[src/rtl/adc_ctl_pkg.sv]
`timescale 1ns/1ps
package adc_ctl_pkg;
  typedef enum logic [1:0] {
    ST_HUNT = 2'd0,
    ST_CFG  = 2'd1,
    ST_DONE = 2'd2
  } rx_state_e;

  // positions of the configuration fields in the capture register
  localparam int F_SGL  = 0;
  localparam int F_ODD  = 1;
  localparam int F_MSBF = 2;
  localparam int F_PUP  = 3;
  localparam int CFG_W  = 4;
endpackage

[src/rtl/adc_cfg_rx.sv]
`timescale 1ns/1ps
module adc_cfg_rx
  import adc_ctl_pkg::*;
(
  input  logic sclk,
  input  logic clr,
  input  logic rst_n,
  input  logic cs_n,
  input  logic din,
  output logic cfg_done,
  output logic mux_valid,
  output logic sgl,
  output logic odd,
  output logic msbf,
  output logic pup,
  output logic pd
);
  localparam int IW = $clog2(CFG_W);

  rx_state_e         st_q;
  logic [IW-1:0]     idx_q;
  logic [CFG_W-1:0]  cfg_q;
  logic              pd_q;

  // start hunt and configuration capture, cleared by deselect
  always_ff @(posedge sclk or posedge clr) begin
    if (clr) begin
      st_q  <= ST_HUNT;
      idx_q <= '0;
      cfg_q <= '0;
    end else begin
      case (st_q)
        ST_HUNT: if (din) begin
          st_q  <= ST_CFG;
          idx_q <= '0;
        end
        ST_CFG: begin
          cfg_q[idx_q] <= din;
          idx_q        <= idx_q + 1'b1;
          if (idx_q == IW'(CFG_W - 1)) st_q <= ST_DONE;
        end
        default: ;
      endcase
    end
  end

  // power-down survives deselect, ends at the first edge of a new frame
  always_ff @(posedge sclk or negedge rst_n) begin
    if (!rst_n) begin
      pd_q <= 1'b0;
    end else if (!cs_n && st_q == ST_HUNT) begin
      pd_q <= 1'b0;
    end else if (!cs_n && st_q == ST_CFG && idx_q == IW'(F_PUP) && !din) begin
      pd_q <= 1'b1;
    end
  end

  assign cfg_done  = (st_q == ST_DONE);
  assign mux_valid = (st_q == ST_DONE) ||
                     (st_q == ST_CFG && idx_q >= IW'(F_ODD + 1));
  assign sgl  = cfg_q[F_SGL];
  assign odd  = cfg_q[F_ODD];
  assign msbf = cfg_q[F_MSBF];
  assign pup  = cfg_q[F_PUP];
  assign pd   = pd_q;
endmodule

[src/rtl/adc_sar_core.sv]
`timescale 1ns/1ps
module adc_sar_core #(
  parameter int NB = 12
) (
  input  logic          sclk,
  input  logic          clr,
  input  logic          active,
  input  logic          force_ones,
  input  logic          comp,
  output logic [NB-1:0] dac,
  output logic [NB-1:0] word,
  output logic          word_valid
);
  localparam int CW = $clog2(NB + 1);

  logic [CW-1:0] cnt_q;
  logic [NB-1:0] sar_q;
  logic [NB-1:0] trial;
  logic          running;
  logic          vld_q;

  assign running = active && (cnt_q < CW'(NB));
  assign trial   = (cnt_q < CW'(NB)) ? (NB'(1) << (CW'(NB - 1) - cnt_q)) : '0;

  always_ff @(posedge sclk or posedge clr) begin
    if (clr) begin
      cnt_q <= '0;
      sar_q <= '0;
      vld_q <= 1'b0;
    end else begin
      vld_q <= running && (cnt_q == CW'(NB - 1)) && !force_ones;
      if (running) begin
        if (comp || force_ones) sar_q <= sar_q | trial;
        cnt_q <= cnt_q + 1'b1;
      end
    end
  end

  assign dac        = sar_q | trial;
  assign word       = sar_q;
  assign word_valid = vld_q;
endmodule

[src/rtl/adc_tx_ser.sv]
`timescale 1ns/1ps
module adc_tx_ser #(
  parameter int NB = 12
) (
  input  logic          sclk,
  input  logic          clr,
  input  logic          start,
  input  logic          replay,
  input  logic [NB-1:0] word,
  output logic          dout,
  output logic          oe
);
  localparam int LAST = 2 * NB;
  localparam int PW   = $clog2(LAST + 1);

  logic [PW-1:0] pos_q;
  logic          oe_q;
  logic          dout_q;
  logic          nxt;

  always_comb begin
    int p;
    p   = int'(pos_q);
    nxt = 1'b0;
    if (p >= 1 && p <= NB)                    nxt = word[NB - p];
    else if (replay && p > NB && p < LAST)    nxt = word[p - NB];
  end

  always_ff @(negedge sclk or posedge clr) begin
    if (clr) begin
      oe_q   <= 1'b0;
      dout_q <= 1'b0;
      pos_q  <= '0;
    end else if (!oe_q) begin
      if (start) begin
        oe_q   <= 1'b1;
        dout_q <= 1'b0;
        pos_q  <= PW'(1);
      end
    end else begin
      dout_q <= nxt;
      if (pos_q < PW'(LAST)) pos_q <= pos_q + 1'b1;
    end
  end

  assign dout = dout_q;
  assign oe   = oe_q;
endmodule

[src/rtl/adc_sar_ctl.sv]
`timescale 1ns/1ps
module adc_sar_ctl #(
  parameter int NB = 12
) (
  input  logic          sclk,
  input  logic          rst_n,
  input  logic          cs_n,
  input  logic          din,
  input  logic          comp_i,
  output logic          dout_o,
  output logic          dout_oe_o,
  output logic          sample_o,
  output logic          mux_en_o,
  output logic          mux_plus_sel_o,
  output logic          mux_minus_gnd_o,
  output logic [NB-1:0] dac_o,
  output logic [NB-1:0] result_o,
  output logic          res_valid_o,
  output logic          power_down_o
);
  logic clr;
  logic cfg_done, mux_valid, sgl, odd, msbf, pup, pd;
  logic [NB-1:0] word;

  assign clr = cs_n | ~rst_n;

  adc_cfg_rx u_rx (
    .sclk(sclk), .clr(clr), .rst_n(rst_n), .cs_n(cs_n), .din(din),
    .cfg_done(cfg_done), .mux_valid(mux_valid),
    .sgl(sgl), .odd(odd), .msbf(msbf), .pup(pup), .pd(pd)
  );

  adc_sar_core #(.NB(NB)) u_sar (
    .sclk(sclk), .clr(clr), .active(cfg_done), .force_ones(~pup),
    .comp(comp_i), .dac(dac_o), .word(word), .word_valid(res_valid_o)
  );

  adc_tx_ser #(.NB(NB)) u_tx (
    .sclk(sclk), .clr(clr), .start(cfg_done), .replay(pup & ~msbf),
    .word(word), .dout(dout_o), .oe(dout_oe_o)
  );

  assign sample_o        = mux_valid & ~dout_oe_o;
  assign mux_en_o        = mux_valid;
  assign mux_plus_sel_o  = mux_valid & odd;
  assign mux_minus_gnd_o = mux_valid & sgl;
  assign result_o        = word;
  assign power_down_o    = pd;
endmodule

[config.mk]
export PLATFORM = sky130hd
export DESIGN_NAME = adc_sar_ctl
export DESIGN_NICKNAME = d
export VERILOG_FILES = /design/src/rtl/adc_ctl_pkg.sv /design/src/rtl/adc_cfg_rx.sv /design/src/rtl/adc_sar_core.sv /design/src/rtl/adc_tx_ser.sv /design/src/rtl/adc_sar_ctl.sv
export SDC_FILE = /design/constraint.sdc
export NUM_CORES = 1
export LEC_CHECK = 0
export ABC_AREA = 1
export BUFFER_PORTS_ARGS = -buffer_cell sky130_fd_sc_hd__clkbuf_2
export CORE_MARGIN = 4
export CORE_UTILIZATION = 50
export DETAILED_ROUTE_END_ITERATION = 8
export PLACE_DENSITY = 0.78
export REMOVE_ABC_BUFFERS = 1
export SKIP_CTS_REPAIR_TIMING = 1
export SLEW_MARGIN = 15
export SYNTH_ARGS = -nofsm -noshare
export SYNTH_HDL_FRONTEND = slang
export SYNTH_SLANG_ARGS = --single-unit
export TNS_END_PERCENT = 5
[constraint.sdc]
create_clock -name sclk -period 2.05 [get_ports sclk]
set_input_delay 0.3075 -clock sclk [delete_from_list [all_inputs] [get_ports sclk]]
set_output_delay 0.3075 -clock sclk [all_outputs]
set_load 0.02 [all_outputs]
==> impl_metrics.ini <==
[routing]
via_per_inst = 4.840
num_vias = 1820
wl_met3_um = 200
firstDrtPassIters = 4
wl_met1_mm = 2.003
drcViolationCount = 0
ant_nets = 0
drt_iter0_drc = 134
wl_met2_mm = 2.351
wl_per_cell_um = 12.38
wl_mm = 4.653
highest_layer = met4

[placed_design]
place_area_um2 = 2481
io_buffers = 36
place_ws_ps = -243.8
gp_congestion = 0.8818
hpwl_mm = 3.586
dp_cells = 366

[clocking]
path_clk_slew_ps = 60
numClockSinks = 33
clockBufferDepth = 2
htreeDepth = 2
clk_latency_ps = 290
cts_made_buffers = 5
cts_tree = yes
ctsRootBufferMaster = clkbuf_8

[power]
p_leak_nw = 1.428
p_comb_share_pct = 55.5
power.share.switching_pct = 46.27
intPower_mw = 1.789
ir_worst_vdd_uv = 581.9
p_total_mw = 3.329
pwr-share-seq_pct = 30.3
power_frac_clock_pct = 14.3
switchingPower_mw = 1.540
powerDensity_nw_per_um2 = 1267

[status]
violations = negative setup slack
outcome = finished, violations left

[global_routing]
grt_usage_pct = 19.36
grt_pass1_wl_mm = 7.824
grt_remaining_overflow = 0
grt_pass1_vias = 1792
antenna_found_initial = 0
grt_max_degree = 33

[setup_path]
critPathArrivalTime_ps = 2000
start_kind = register
slowest_stage = dfrtn_1
cp_data_required_time_ps = 1740
rr_worst_depth = 6
worst-setup-path-type = register to primary output
endpoint_kind = primary output
slowest_delay_ps = 460
crit_path_cell_trace = nor2_1 > buf_2
worstPathMaxFanout = 4

[layout]
final_util_pct = 66.16
fin_cells = 376
syn2layout_area_growth_pct = 28.05
nets = 347
antenna_cells = 0
layout-drive-gt1-share_pct = 30.98
final_area_um2 = 2628

[synthesis]
synth_top_area_cell = dfrtp_1
postSynth.asyncResetShare_pct = 100.0
ys_ff_latch = 33
synth_top_cell_area_share_pct = 31.71
synth_common_cells = nand2_1 (64), inv_1 (47), dfrtp_1 (26)
netlist_instances = 257
synth_cell_types = 34
ys_top_cells_by_area = dfrtp_1 (32%), nand2_1 (12%), ha_1 (10%)
synth.most_common_cell = nand2_1
yosys_warnings = 0
post_synth.cell_area_avg_um2 = 7.984
yosysSeqAreaShare_pct = 40.24
synth_edf_count = 0
syn-cell-area_um2 = 2052
ys.flop_type = dfrtp_1

[sta]
maxSlewHeadroom_pct = 51.78
slew_viol_final = 0
timing.final.hold_violations = 0
tightestPinTransition_ps = 723.2
setup_viol = 10
rsz0062_at_grt = yes
clock_skew_ps = 9.556
finalSetupTns_ps = -1194
hold_slack_ps = 140.1
fin_ws_ps = -253.3

[floorplan]
core_um2 = 3971
die_y_um = 72.06
die_w_um = 72.06
dieArea_um2 = 5193
rows = 23
ios = 37
initial_core_util_pct = 51.67

[min_path]
hp-class = input port to asynchronous set/reset pin

[job]
drv_cap = 0
power groups by stage:
stage	clock network (mW)	logic (mW)	registers [mW]
global placement	0	1.70	1.01
detailed placement	0	1.75	1.01
global route	0.514	2.11	1.04
CTS	0.487	1.77	1.00
finish	0.475	1.85	1.01
floorplan	0	1.21	1.04
path summary, 6_finish.rpt:
kind	endpoint	slack (ps)	from
min in group sclk	u_rx.pd	300	cs_n
min reg2reg	u_rx.cfg_q[2]	490	u_rx.cfg_q[2]
max in group asynchronous	u_tx.pos_q[1]	250	rst_n
max	sample_o	-250	u_tx.oe
min	u_sar.word_valid	140	cs_n
max reg2reg	u_tx.pos_q[2]	-190	u_rx.st_q[0]
layout make-up:
class	count	area [um^2]
fillers	340	1344
multi-input cells	172	1052
flip-flops and latches	33	825.8
repair buffers	63	414.1
inverters	50	190.2
clock buffers	6	72.57
well taps	50	62.56
clock inverters	2	10.01
critical path: cells and delay by family (launching register included):
family / cells / cell delay, ps
buf+inv: 1 / 160
flops: 1 / 460
simple gates: 1 / 60
cells by family (layout without fill, tap and decap cells):
group                      after synthesis  count (layout)  share of synthesized area, %
buffers and inverters                   52             121                         10.06
DFF                                     33              33                         40.24
adders and majority gates               17              17                         10.37
AOI/OAI and AO/OA                       37              37                         12.74
and+or+nand+nor                        114             114                         24.88
xor gates and xnor gates                 4               4                         1.708
registers in the layout, summed over array words and instances (netlist names):
register,cells
u_sar.cnt_q,4
u_rx.idx_q,2
u_tx.dout,1
u_tx.oe,1
u_rx.pd,1
u_rx.st_q,2
u_rx.cfg_q,4
u_sar.word,12
u_sar.word_valid,1
u_tx.pos_q,5
layout by cell type (no fill, tap or decap), types with 2 or more instances in the layout:
cell,netlist,routed
nand2_1,64,62
inv_1,47,47
clkbuf_2,0,30
buf_4,0,29
dfrtp_1,26,26
nor2_1,20,17
nand3_1,17,17
ha_1,17,16
o21ai_0,13,8
o21ai_2,6,8
dfrtn_1,7,7
a21oi_1,5,5
clkbuf_8,0,5
o21ai_1,1,4
nor2_2,1,3
nor2_4,2,3
a21oi_2,3,3
nand2_2,1,3
nand4_1,3,3
inv_2,2,2
xor2_1,2,2
a21boi_2,2,2
xnor2_1,2,2
a21boi_0,2,2
clkinv_2,0,2
routing by layer:
layer,global-route usage [%],vias up
li1,-,943
met1,24.91,822
met2,31.95,44
met3,4.155,11
met4,7.307,0
met5,0,-
No activity file was read; power rests on OpenSTA's default activity.
